### config.mk
export PLATFORM = sky130hd
export DESIGN_NAME = scl_timing_gen
export DESIGN_NICKNAME = d
export VERILOG_FILES = /design/src/rtl/scl_timing_pkg.sv /design/src/rtl/scl_prescaler.sv /design/src/rtl/scl_phase_seq.sv /design/src/rtl/scl_timing_gen.sv
export SDC_FILE = /design/constraint.sdc
export NUM_CORES = 1
export LEC_CHECK = 0
export BUFFER_PORTS_ARGS = -buffer_cell sky130_fd_sc_hd__buf_2
export CORE_ASPECT_RATIO = 0.9
export CORE_MARGIN = 3
export CORE_UTILIZATION = 55
export DETAILED_ROUTE_END_ITERATION = 8
export GPL_ROUTABILITY_DRIVEN = 0
export GPL_TIMING_DRIVEN = 0
export PLACE_DENSITY_LB_ADDON = 0.12
export REMOVE_ABC_BUFFERS = 1
export SYNTH_ARGS = -nofsm -noshare
export SYNTH_HDL_FRONTEND = slang
export SYNTH_SLANG_ARGS = --single-unit
### constraint.sdc
create_clock -name clk -period 3.99 [get_ports clk]
set_input_delay 0.1995 -clock clk [delete_from_list [all_inputs] [get_ports clk]]
set_output_delay 0.1995 -clock clk [all_outputs]
set_load 0.05 [all_outputs]
### src/rtl/scl_timing_pkg.sv
package scl_timing_pkg;

    localparam int CNT_W = 10;
    localparam int CFG_W = 3 * CNT_W;

    typedef enum logic [1:0] {
        PH_IDLE,
        PH_LOW,
        PH_RISE,
        PH_HIGH
    } scl_phase_e;

    typedef struct packed {
        logic [CNT_W-1:0] high_n;
        logic [CNT_W-1:0] low_n;
        logic [CNT_W-1:0] extra_n;
    } scl_cfg_t;

    function automatic scl_cfg_t decode_cfg(input logic [CFG_W-1:0] w);
        scl_cfg_t         r;
        logic [CNT_W-1:0] h;
        logic [CNT_W-1:0] l;
        logic [CNT_W:0]   c;
        logic [CNT_W:0]   sum;
        h   = w[3*CNT_W-1:2*CNT_W];
        l   = w[2*CNT_W-1:CNT_W];
        c   = {1'b0, w[CNT_W-1:0]};
        if (h == '0) h = CNT_W'(1);
        if (l == '0) l = CNT_W'(1);
        sum = {1'b0, h} + {1'b0, l};
        r.high_n  = h;
        r.low_n   = l;
        r.extra_n = (c > sum) ? CNT_W'(c - sum) : '0;
        return r;
    endfunction

endpackage

### src/rtl/scl_prescaler.sv
module scl_prescaler #(
    parameter int DIV_W = 8
) (
    input  logic             clk,
    input  logic             rst,
    input  logic             clear,
    input  logic             hold,
    input  logic [DIV_W-1:0] div_val,
    output logic             tick
);
    logic [DIV_W-1:0] cnt;
    logic [DIV_W-1:0] div_m1;

    assign div_m1 = (div_val == '0) ? '0 : div_val - 1'b1;
    assign tick   = !clear && !hold && (cnt == div_m1);

    always_ff @(posedge clk) begin
        if (rst || clear) begin
            cnt <= '0;
        end else if (!hold) begin
            cnt <= tick ? '0 : cnt + 1'b1;
        end
    end

    // a held prescaler keeps its count
    p_hold_freeze_r5: assert property (@(posedge clk) disable iff (rst)
        (hold && !clear) |=> (cnt == $past(cnt)));

    // with a divider above one, ticks never come back to back
    p_tick_spacing_r1: assert property (@(posedge clk) disable iff (rst)
        (tick && div_m1 != '0) |=> (!tick || div_m1 == '0));

endmodule

### src/rtl/scl_phase_seq.sv
module scl_phase_seq
    import scl_timing_pkg::*;
#(
    parameter int DIV_W = 8
) (
    input  logic             clk,
    input  logic             rst,
    input  logic             enable,
    input  logic             run,
    input  logic             scl_in,
    input  logic [CFG_W-1:0] cfg_word,
    input  logic [DIV_W-1:0] div_in,
    input  logic             tick,
    output logic             pre_clear,
    output logic             pre_hold,
    output logic [DIV_W-1:0] div_cur,
    output logic             drive_low,
    output logic             mid_low_stb,
    output logic             mid_high_stb
);
    scl_phase_e       st;
    logic [CNT_W-1:0] ph;
    logic [CNT_W-1:0] ph_len;
    logic             ph_last;
    scl_cfg_t         cfg_l;
    logic [DIV_W-1:0] div_l;

    always_comb begin
        unique case (st)
            PH_LOW:  ph_len = cfg_l.low_n;
            PH_RISE: ph_len = cfg_l.extra_n;
            PH_HIGH: ph_len = cfg_l.high_n;
            default: ph_len = CNT_W'(1);
        endcase
    end

    assign ph_last      = (ph == ph_len - 1'b1);
    assign pre_clear    = (st == PH_IDLE);
    assign pre_hold     = (st == PH_HIGH) && !scl_in;
    assign div_cur      = div_l;
    assign drive_low    = (st == PH_LOW);
    assign mid_low_stb  = tick && (st == PH_LOW)  && (ph == (cfg_l.low_n  >> 1));
    assign mid_high_stb = tick && (st == PH_HIGH) && (ph == (cfg_l.high_n >> 1));

    always_ff @(posedge clk) begin
        if (rst || !enable) begin
            st    <= PH_IDLE;
            ph    <= '0;
            cfg_l <= '0;
            div_l <= '0;
        end else if (st == PH_IDLE) begin
            if (run) begin
                cfg_l <= decode_cfg(cfg_word);
                div_l <= div_in;
                st    <= PH_LOW;
                ph    <= '0;
            end
        end else if (tick) begin
            if (!ph_last) begin
                ph <= ph + 1'b1;
            end else begin
                ph <= '0;
                unique case (st)
                    PH_LOW:  st <= (cfg_l.extra_n != '0) ? PH_RISE : PH_HIGH;
                    PH_RISE: st <= PH_HIGH;
                    default: begin
                        if (run) begin
                            cfg_l <= decode_cfg(cfg_word);
                            div_l <= div_in;
                            st    <= PH_LOW;
                        end else begin
                            st <= PH_IDLE;
                        end
                    end
                endcase
            end
        end
    end

    // settings stay fixed inside a running period
    p_cfg_hold_r10: assert property (@(posedge clk) disable iff (rst)
        (st != PH_IDLE && ph != '0) |-> ($stable(cfg_l) && $stable(div_l)));

    // a line held low freezes the high phase
    p_stretch_pause_r5: assert property (@(posedge clk) disable iff (rst)
        (st == PH_HIGH && !scl_in && enable) |=> ($stable(ph) && st == PH_HIGH));

    // the low phase never runs past its count
    p_low_bound_r2: assert property (@(posedge clk) disable iff (rst)
        (st == PH_LOW) |-> (ph < cfg_l.low_n));

endmodule

### src/rtl/scl_timing_gen.sv
module scl_timing_gen
    import scl_timing_pkg::*;
#(
    parameter int DIV_W = 8
) (
    input  logic             clk,
    input  logic             rst,
    input  logic             enable,
    input  logic             run,
    input  logic [DIV_W-1:0] div_in,
    input  logic [CFG_W-1:0] cfg_word,
    input  logic             scl_in,
    output logic             scl_drive_low,
    output logic             tick,
    output logic             mid_low_stb,
    output logic             mid_high_stb
);
    logic             pre_clear;
    logic             pre_hold;
    logic [DIV_W-1:0] div_cur;

    scl_prescaler #(.DIV_W(DIV_W)) u_pre (
        .clk     (clk),
        .rst     (rst),
        .clear   (pre_clear),
        .hold    (pre_hold),
        .div_val (div_cur),
        .tick    (tick)
    );

    scl_phase_seq #(.DIV_W(DIV_W)) u_seq (
        .clk          (clk),
        .rst          (rst),
        .enable       (enable),
        .run          (run),
        .scl_in       (scl_in),
        .cfg_word     (cfg_word),
        .div_in       (div_in),
        .tick         (tick),
        .pre_clear    (pre_clear),
        .pre_hold     (pre_hold),
        .div_cur      (div_cur),
        .drive_low    (scl_drive_low),
        .mid_low_stb  (mid_low_stb),
        .mid_high_stb (mid_high_stb)
    );

    // disabling releases the line and silences ticks next cycle
    p_idle_release_r8: assert property (@(posedge clk) disable iff (rst)
        !enable |=> (!scl_drive_low && !tick && !mid_low_stb));

    // strobes are exclusive and the mid-low one only while pulling low
    p_strobe_excl_r6: assert property (@(posedge clk) disable iff (rst)
        mid_low_stb |-> (scl_drive_low && !mid_high_stb));

endmodule

==> results of run 1 <==
-- routing by layer --
| layer | global-route usage, % | up-vias | part of all wire, % |
|---|---|---|---|
| met5 | 0 | - | 0 |
| met4 | 5.93 | 0 | 1.5 |
| met3 | 7.20 | 28 | 8.7 |
| met2 | 39.0 | 196 | 44 |
| met1 | 37.6 | 2054 | 45 |
| li1 | - | 2182 | - |
-- final cells by class --
cell class              instances  area (um^2)
clock inverters                 7          118
fillers                       705         2680
multi-input cells             459         3350
flip-flops and latches         58         1170
inverters                      28          108
repair buffers                 71          490
clock buffers                   9          124
well taps                     115          144
-- per-stage QoR --
stage / power, mW / cell area, um^2 / setup WS [ns]
after floorplan: 0.956 / 4460 / -1.47
after global routing: 1.88 / 5500 / -0.0162
after global placement: 1.06 / 4830 / -2.19
after CTS: 1.75 / 5260 / 0.00800
after detailed placement: 1.08 / 4890 / -1.24
final: 1.81 / 5500 / 0.118
-- Yosys cell counts, types with 3 or more instances --
master | number | area, um^2
nand4_1 | 8 | 50.1
a31oi_1 | 5 | 31.3
a222oi_1 | 9 | 90.1
or3_1 | 9 | 56.3
o211ai_1 | 8 | 60.1
nor3_1 | 19 | 95.1
buf_1 | 4 | 15.0
nand2b_1 | 7 | 43.8
xnor2_1 | 25 | 219
or2_2 | 6 | 37.5
nand2_1 | 95 | 357
and3_1 | 5 | 31.3
inv_1 | 27 | 101
ha_1 | 28 | 350
xor2_1 | 29 | 254
clkbuf_1 | 43 | 161
a21o_1 | 4 | 30.0
o21ai_0 | 18 | 90.1
a211oi_1 | 8 | 60.1
nor2b_1 | 4 | 25.0
o21bai_1 | 4 | 30.0
mux2i_1 | 44 | 440
nand3_1 | 12 | 60.1
a21oi_1 | 19 | 95.1
dfxtp_1 | 58 | 1160
or4_1 | 7 | 52.6
o31ai_1 | 3 | 22.5
o221ai_1 | 3 | 26.3
nor4_1 | 10 | 62.6
nor2_1 | 27 | 101
-- flip-flops by register name, indices dropped and copies added, names as in the netlist --
register / flops
u_seq.cfg_l: 30
u_seq.st: 2
u_pre.cnt: 8
u_seq.div_cur: 8
u_seq.ph: 10
-- worst max path at each step --
stage / endpoint / depth (start not counted) / startpoint
6_report: u_seq.cfg_l[9]$_SDFFE_PP0P_ / 18 / cfg_word[12]
5_1_grt: u_seq.st[1]$_SDFFE_PP0P_ / 13 / u_seq.st[1]$_SDFFE_PP0P_
3_3_place_gp: u_seq.cfg_l[7]$_SDFFE_PP0P_ / 10 / u_seq.st[1]$_SDFFE_PP0P_
2_1_floorplan: u_seq.cfg_l[0]$_SDFFE_PP0P_ / 13 / u_seq.st[1]$_SDFFE_PP0P_
3_5_place_dp: u_seq.div_cur[6]$_SDFFE_PP0P_ / 13 / u_seq.st[1]$_SDFFE_PP0P_
4_1_cts: u_seq.div_cur[6]$_SDFFE_PP0P_ / 13 / u_seq.div_cur[0]$_SDFFE_PP0P_
-- worst max-delay path: cells and delay by family --
family	cells	cell delay, ns
and+or+nand+nor	3	0.95
adders and majority gates	2	0.52
AOI/OAI and AO/OA	11	2.19
buffers and inverters	1	0.14
muxes	1	0.15
-- power by group through the flow --
stage / Combinational [mW] / Sequential, mW / Clock (mW)
finish: 0.523 / 0.613 / 0.669
CTS: 0.469 / 0.612 / 0.673
global placement: 0.437 / 0.625 / 0
detailed placement: 0.450 / 0.625 / 0
global route: 0.570 / 0.614 / 0.694
floorplan: 0.337 / 0.619 / 0
-- cell families (layout without fill, tap and decap cells) --
| kind of cell | after synthesis | in the layout | synth area share, % |
|---|---|---|---|
| AOI/OAI and AO/OA | 110 | 110 | 17.2 |
| xor gates and xnor gates | 54 | 54 | 10.1 |
| adders and majority gates | 30 | 30 | 8.30 |
| buffers and inverters | 81 | 115 | 7.45 |
| DFF | 58 | 58 | 24.7 |
| muxes | 44 | 44 | 9.36 |
| and+or+nand+nor | 221 | 221 | 22.9 |
-- layout by cell type (no fill, tap or decap), drive strengths merged, types with 25 or more instances in the layout --
| cell type | count |
|---|---|
| buf | 70 |
| dfxtp | 58 |
| ha | 28 |
| inv | 28 |
| mux2i | 44 |
| nand2 | 95 |
| nor2 | 27 |
| xnor2 | 25 |
| xor2 | 29 |
-- repair_timing --
action / in CTS / in global routing
cloned: 0 / 1
endpoints found under the setup margin: 49 / 26
gates resized for setup: 15 / 29
pin swaps: 4 / 13
buffers inserted: 8 / 12
==> flow_metrics.py, run 1 <==
metrics = {
    "worst_hold_path": {
        "hold_path_depth": 2,
        "hold-path-endpoint": "u_pre.cnt[1]$_SDFFE_PP0N_",
        "hp-class": "in -> reg",
        "hold_path.startpoint": "rst",
    },
    "global_route": {
        "grt_pass1_vias": 4159,
        "antenna_found_initial": 0,
        "track_usage_pct": 26.2,
        "grt_pass1_wl_um": 20000,
        "gr-total-overflow": 0,
        "grt_max_degree": 41,
    },
    "critical_path": {
        "crit_arrival_ns": 4.16,
        "startpoint_type": "primary input",
        "worstPathMaxFanout": 3,
        "path_cells": "buf_2, nor4_1, a31o_2, ha_1, a21o_1, a21oi_1, o21bai_1, a21oi_2, o21bai_1, a21oi_2, o211a_1, a2111oi_4, ha_1, nand4_1, o311ai_0, a41oi_2, or4bb_1, mux2i_1",
        "reg2reg_depth": 16,
        "r2r_end": "u_seq.div_cur[6]$_SDFFE_PP0P_",
        "cp.required_ns": 4.28,
        "slowest_delay_ns": 0.51,
        "worstSetupPathType": "in -> reg",
        "end_kind": "flip-flop",
        "r2r-start": "u_seq.st[0]$_SDFFE_PP0P_",
        "r2r_slack_ns": 0.15,
        "crit_slowest_cell": "or4bb_1",
    },
    "pwr": {
        "switching_power_uw": 565,
        "internal_power_mw": 1.24,
        "clockPowerShare_pct": 37.1,
        "powerDensity_nw_per_um2": 328,
        "leakagePower_nw": 2.27,
        "ir_drop_v": 0.000253,
        "p_seq_share_pct": 33.9,
        "swShare_pct": 31.3,
        "p_comb_share_pct": 29.0,
    },
    "yosys": {
        "synth_top_flop_cell": "dfxtp_1",
        "synth-edff-count": 0,
        "synthesis.area_um2": 4700,
        "yosysWarnings": 0,
        "yosysSeqAreaShare_pct": 24.7,
        "async_flop_share_pct": 0,
        "synth_seq_cells": 58,
        "yosys.cell_types.count": 70,
        "syn_avg_cell_area_um2": 7.87,
        "synthCells": 598,
    },
    "run_status": {
        "status": "completed",
    },
    "floorplanning": {
        "die_x_um": 103,
        "rows": 31,
        "die_area_um2": 9700,
        "fp.coreArea_um2": 8180,
        "io_pins": 47,
        "start_util_pct": 57.5,
        "die_h_um": 93.7,
    },
    "finish": {
        "utilization_pct": 67.2,
        "nets": 700,
        "diodes": 0,
        "syn2layout_area_growth_pct": 16.9,
        "drive_above_1_share_pct": 19.8,
        "finalNonFillerCells": 747,
    },
    "clock_tree": {
        "path_clk_slew_ns": 0.07,
        "cts_tree": "yes",
        "cts_buffers": 9,
        "cts-root-buf": "clkbuf_8",
        "ctsHoldBuffers": 0,
        "cts.sinks": 58,
        "htreeDepth": 3,
        "insertion_delay_ns": 0.36,
        "cts_buffer_depth": 2,
    },
    "timing": {
        "setup_viol": 0,
        "hold_viol": 0,
        "fin_crit_sh_pct": 97.1,
        "finalSetupTns_ns": 0,
        "period_needed_ns": 3.87,
        "finalClockSkew_ns": 0.00892,
        "hold_ws_ns": 0.0744,
        "fmax_ghz": 0.258,
        "relSlewSlack_pct": 26.0,
        "worst_slew_pin_slew_ns": 1.10,
        "slew_viol_final": 0,
    },
    "place": {
        "dpl.hpwl_um": 9150,
        "place_inst": 710,
        "portBuffers": 46,
    },
    "detailed_routing": {
        "vias": 4460,
        "wl_per_cell_um": 17.0,
        "firstDrtPassIters": 9,
        "first_iter_violations": 425,
        "drt-vias-per-instance": 5.97,
        "routed_wl_um": 12700,
        "antenna_left": 0,
        "drc_errors": 0,
    },
    "run": {
        "cap_viol_max_count": 0,
    },
}
No activity file was read; power rests on OpenSTA's default activity.
==> run 2: changes to the inputs <==
--- a/config.mk
+++ b/config.mk
@@ -14,6 +14,7 @@
 export GPL_TIMING_DRIVEN = 0
 export PLACE_DENSITY_LB_ADDON = 0.12
 export REMOVE_ABC_BUFFERS = 1
+export SETUP_SLACK_MARGIN = 0.2
 export SYNTH_ARGS = -nofsm -noshare
 export SYNTH_HDL_FRONTEND = slang
 export SYNTH_SLANG_ARGS = --single-unit
==> flow_metrics.py, run 2 (synthesized netlist as in run 1, its figures left out) <==
metrics = {
    "run_status": {
        "status": "completed",
    },
    "detailed_routing": {
        "wl_met2_um": 5760,
        "antenna_left": 0,
        "wl_per_cell_um": 17.2,
        "routed_wl_um": 13000,
        "topRoutingLayerUsed": "met4",
        "drt-vias-per-instance": 6.01,
        "met1_length_um": 5800,
        "first_iter_violations": 409,
        "wl_met3_um": 1240,
        "vias": 4550,
        "drc_errors": 0,
        "firstDrtPassIters": 8,
    },
    "global_route": {
        "antenna_found_initial": 0,
        "track_usage_pct": 26.6,
        "gr-total-overflow": 0,
        "grt_max_degree": 41,
        "grt_pass1_wl_um": 20200,
        "grt_pass1_vias": 4201,
    },
    "floorplanning": {
        "die_area_um2": 9700,
        "io_pins": 47,
        "start_util_pct": 57.5,
        "die_h_um": 93.7,
        "die_x_um": 103,
        "fp.coreArea_um2": 8180,
        "rows": 31,
    },
    "critical_path": {
        "worstSetupPathType": "reg -> reg",
        "cp_common_cell": "buf_6",
        "worstPathMaxFanout": 7,
        "slowest_delay_ns": 0.68,
        "crit_cells": 14,
        "cp.required_ns": 4.27,
        "startpoint_type": "flip-flop",
        "reg2reg_depth": 14,
        "cp_num_buf_inv": 5,
        "crit_slowest_cell": "a222oi_1",
        "critical_path.top_delay_family": "compound AO/OA/AOI/OAI gates",
        "path_cells": "inv_4, ha_4, buf_6, a222oi_1, o21ai_4, xnor2_2, o21ai_1, o311a_1, or4_4, o41ai_4, buf_6, buf_12, buf_4, mux2i_1",
        "crit_arrival_ns": 4.20,
        "end_kind": "flip-flop",
    },
    "clock_tree": {
        "cts.sinks": 58,
        "cts_buffers": 9,
        "cts_buffer_depth": 2,
        "cts-root-buf": "clkbuf_8",
        "htreeDepth": 3,
        "path_clk_slew_ns": 0.07,
        "insertion_delay_ns": 0.36,
        "cts_tree": "yes",
    },
    "worst_hold_path": {
        "hold_path_depth": 2,
        "hp-class": "in -> reg",
    },
    "timing": {
        "setup_viol": 0,
        "worst_slew_pin_slew_ns": 1.21,
        "fmax_ghz": 0.255,
        "slew_viol_final": 0,
        "finalSetupTns_ns": 0,
        "hold_viol": 0,
        "rsz0062_at_grt": "yes",
        "hold_ws_ns": 0.0748,
        "period_needed_ns": 3.92,
        "relSlewSlack_pct": 18.4,
        "finalClockSkew_ns": 0.00873,
        "fin_crit_sh_pct": 98.1,
    },
    "finish": {
        "finalNonFillerCells": 757,
        "regMostFlops": "u_seq.cfg_l",
        "diodes": 0,
        "syn2layout_area_growth_pct": 19.4,
        "nets": 710,
        "utilization_pct": 68.6,
        "largest_register_ffs": 30,
        "reg_top3": "u_seq.cfg_l x30, u_seq.ph x10",
        "final_cell_mix": "nand2_1, dfxtp_1, buf_2",
        "final_common_cell": "nand2_1",
        "drive_above_1_share_pct": 21.8,
    },
    "place": {
        "portBuffers": 46,
        "place_inst": 710,
        "dpl.hpwl_um": 9150,
    },
    "pwr": {
        "clockPowerShare_pct": 36.7,
        "swShare_pct": 31.2,
        "p_comb_share_pct": 29.5,
        "internal_power_mw": 1.25,
        "p_seq_share_pct": 33.8,
        "leakagePower_nw": 2.34,
        "switching_power_uw": 567,
        "powerDensity_nw_per_um2": 323,
        "ir_drop_v": 0.000249,
        "fin_total_pwr_mw": 1.81,
    },
    "run": {
        "cap_viol_max_count": 0,
    },
}
run 2: layout make-up:
type | instances | area [um^2]
multi-input cells | 459 | 3380
fillers | 703 | 2570
flip-flops and latches | 58 | 1170
repair buffers | 81 | 577
well taps | 115 | 144
clock buffers | 9 | 124
clock inverters | 7 | 118
inverters | 28 | 108
run 2: power by group through the flow:
| stage | registers [mW] | logic (mW) | clock network, mW |
|---|---|---|---|
| 2_1_floorplan | 0.619 | 0.337 | 0 |
| 3_3_place_gp | 0.625 | 0.437 | 0 |
| 3_5_place_dp | 0.625 | 0.450 | 0 |
| 4_1_cts | 0.612 | 0.482 | 0.673 |
| 5_1_grt | 0.615 | 0.581 | 0.693 |
| 6_report | 0.613 | 0.536 | 0.665 |
run 2: worst paths after layout:
kind                                 end  slack, ns                        start
max reg2reg  u_seq.cfg_l[0]$_SDFFE_PP0P_       0.07     u_seq.st[1]$_SDFFE_PP0P_
min            u_pre.cnt[1]$_SDFFE_PP0N_       0.07                          rst
max          u_seq.cfg_l[0]$_SDFFE_PP0P_       0.07     u_seq.st[1]$_SDFFE_PP0P_
min reg2reg  u_seq.cfg_l[6]$_SDFFE_PP0P_       0.49  u_seq.cfg_l[6]$_SDFFE_PP0P_
run 2: metal layers:
| layer | track usage (%) | vias up |
|---|---|---|
| met4 | 6.58 | 0 |
| met3 | 7.87 | 30 |
| met1 | 38.0 | 2134 |
| met5 | 0 | - |
| li1 | - | 2203 |
| met2 | 39.0 | 183 |
run 2: stage by stage:
step	instance area, um^2	setup slack (ns)
after global placement	4830	-2.19
after global routing	5620	-0.0946
final	5620	0.0749
after detailed placement	4890	-1.24
after floorplan	4460	-1.47
after CTS	5340	0.198
run 2: timing repair:
action                                  CTS  global route
hold buffers                              0             0
endpoints found under the setup margin   53            47
endpoints found under the hold margin     0             0
resized for setup                        27            26
gates cloned                              0             1
pin swaps                                 9            21
buffers inserted                         11            19
==> run 3: changes to the inputs <==
--- a/config.mk
+++ b/config.mk
@@ -12,8 +12,7 @@
 export DETAILED_ROUTE_END_ITERATION = 8
 export GPL_ROUTABILITY_DRIVEN = 0
 export GPL_TIMING_DRIVEN = 0
-export PLACE_DENSITY_LB_ADDON = 0.12
-export REMOVE_ABC_BUFFERS = 1
+export PLACE_DENSITY = 0.78
 export SETUP_SLACK_MARGIN = 0.2
 export SYNTH_ARGS = -nofsm -noshare
 export SYNTH_HDL_FRONTEND = slang
==> flow_metrics.py, run 3 (synthesized netlist as in run 1, its figures left out) <==
metrics = {
    "place": {
        "post-place-ws_ns": -0.759,
        "dpl.hpwl_um": 9940,
        "portBuffers": 46,
    },
    "worst_hold_path": {
        "hold_path_depth": 2,
        "hold-path-endpoint": "u_pre.cnt[1]$_SDFFE_PP0N_",
        "hp-class": "in -> reg",
        "hold_path.startpoint": "rst",
    },
    "pwr": {
        "clockPowerShare_pct": 29.2,
        "p_seq_share_pct": 37.1,
        "leakagePower_nw": 2.37,
        "swShare_pct": 33.9,
        "ir_drop_v": 0.000179,
        "switching_power_uw": 560,
        "p_comb_share_pct": 33.7,
        "internal_power_mw": 1.09,
        "powerDensity_nw_per_um2": 287,
    },
    "critical_path": {
        "worstPathMaxFanout": 8,
        "reg2reg_depth": 14,
        "r2r_end": "u_seq.cfg_l[5]$_SDFFE_PP0P_",
        "crit_arrival_ns": 4.19,
        "r2r-start": "u_seq.st[1]$_SDFFE_PP0P_",
        "cp.required_ns": 4.25,
        "end_kind": "flip-flop",
        "startpoint_type": "flip-flop",
        "worstSetupPathType": "reg -> reg",
        "r2r_slack_ns": 0.06,
    },
    "timing": {
        "period_needed_ns": 3.93,
        "hold_viol": 0,
        "worst_slew_pin_slew_ns": 0.969,
        "finalClockSkew_ns": 0.00908,
        "finalSetupTns_ns": 0,
        "fmax_ghz": 0.254,
        "fin_crit_sh_pct": 98.5,
        "rsz0062_at_grt": "yes",
        "relSlewSlack_pct": 34.9,
        "setup_ws_ns": 0.0601,
        "setup_viol": 0,
        "slew_viol_final": 0,
    },
    "detailed_routing": {
        "wl_per_cell_um": 17.6,
        "firstDrtPassIters": 8,
        "antenna_left": 0,
        "vias": 4949,
        "first_iter_violations": 582,
        "routed_wl_um": 14100,
        "drc_errors": 0,
        "drt-vias-per-instance": 6.19,
    },
    "clock_tree": {
        "cts_buffers": 9,
        "cts_tree": "yes",
        "htreeDepth": 3,
        "cts.sinks": 58,
        "path_clk_slew_ns": 0.07,
        "cts-root-buf": "clkbuf_8",
        "cts_buffer_depth": 2,
        "insertion_delay_ns": 0.33,
        "ctsHoldBuffers": 0,
    },
    "finish": {
        "final_common_cell": "nand2_1",
        "drive_above_1_share_pct": 20.3,
        "reg_top3": "u_seq.cfg_l x30, u_seq.ph x10",
        "final_cell_mix": "nand2_1, dfxtp_1, buf_2",
        "nets": 752,
        "regMostFlops": "u_seq.cfg_l",
        "syn2layout_area_growth_pct": 22.5,
        "largest_register_ffs": 30,
        "diodes": 0,
    },
    "global_route": {
        "grt_max_degree": 11,
        "track_usage_pct": 28.3,
        "antenna_found_initial": 0,
        "grt_pass1_wl_um": 21900,
        "gr-total-overflow": 0,
        "grt_pass1_vias": 4734,
    },
    "floorplanning": {
        "fp.coreArea_um2": 8180,
        "start_util_pct": 57.5,
        "rows": 31,
        "die_x_um": 103,
        "io_pins": 47,
        "die_h_um": 93.7,
        "die_area_um2": 9700,
    },
    "run_status": {
        "status": "completed",
    },
    "run": {
        "cap_viol_max_count": 0,
    },
    "yosys": {
        "synth_nets": 671,
    },
}
run 3: cell types whose count changed in the layout (fill, tap and decap cells not counted), moves of 3 or more:
cell       delta
buf_4         -8
bufinv_16     -3
buf_1         +3
clkbuf_1     +39
run 3: worst max-delay path by stage:
| stage | slack (ns) | from | endpoint | cells after the start |
|---|---|---|---|---|
| global placement | -0.55 | cfg_word[27] | u_seq.cfg_l[9]$_SDFFE_PP0P_ | 18 |
| detailed placement | -0.76 | cfg_word[27] | u_seq.cfg_l[9]$_SDFFE_PP0P_ | 18 |
| finish | 0.06 | u_seq.st[1]$_SDFFE_PP0P_ | u_seq.cfg_l[5]$_SDFFE_PP0P_ | 14 |
| floorplan | 0.15 | u_seq.div_cur[0]$_SDFFE_PP0P_ | mid_high_stb | 11 |
| global route | -0.03 | u_seq.st[1]$_SDFFE_PP0P_ | u_seq.div_cur[1]$_SDFFE_PP0P_ | 14 |
| CTS | 0.15 | cfg_word[27] | u_seq.cfg_l[9]$_SDFFE_PP0P_ | 18 |
run 3: through the flow:
stage	std cells	hold WS, ns	utilization (%)	power (mW)	area, um^2
2_1_floorplan	598	0.276	-	0.979	4730
3_3_place_gp	759	0.401	62.4	1.08	5100
3_5_place_dp	759	0.407	62.4	1.09	5100
4_1_cts	787	0.0503	67.5	1.61	5520
5_1_grt	799	0.0595	70.4	1.73	5760
6_report	799	0.0581	70.4	1.65	5760
run 3: timing repair:
action                     CTS  global route
buffers inserted            11             9
gates cloned                 1             3
gates resized for setup     30            33
setup endpoints to repair   49            51
pin swaps                    9             5
run 3: final cells by class:
class	count	area [um^2]
Tap cell	115	144
Inverter	28	108
Fill cell	634	2420
Clock inverter	5	30.0
Clock buffer	11	141
Buffer	53	300
Multi-Input combinational cell	459	3340
Sequential cell	58	1170
Timing Repair Buffer	70	528
run 3: critical path, cell delays in order (launching register included):
cell and delay, ns:
dfxtp_4 0.39, inv_4 0.05, ha_4 0.17, buf_8 0.13
a222oi_1 0.63, nand3_2 0.30, nor2_1 0.27, mux2i_1 0.31
o2111ai_1 0.14, or4_4 0.45, buf_8 0.14, o41ai_4 0.26
buf_6 0.24, clkbuf_16 0.17, mux2i_1 0.18
run 3: per-layer routing:
metal / global-route usage (%) / share of wire (%) / vias to the layer above
li1: - / - / 2286
met1: 37.6 / 40 / 2320
met2: 46.1 / 47 / 286
met3: 4.68 / 9.0 / 57
met4: 9.60 / 3.3 / 0
met5: 0 / 0 / -
run 3: power groups by stage:
| stage | Combinational, mW | Clock [mW] | Sequential, mW |
|---|---|---|---|
| after floorplan | 0.360 | 0 | 0.619 |
| after global placement | 0.452 | 0 | 0.624 |
| after detailed placement | 0.467 | 0 | 0.625 |
| after CTS | 0.514 | 0.481 | 0.612 |
| after global routing | 0.611 | 0.503 | 0.615 |
| final | 0.558 | 0.482 | 0.614 |
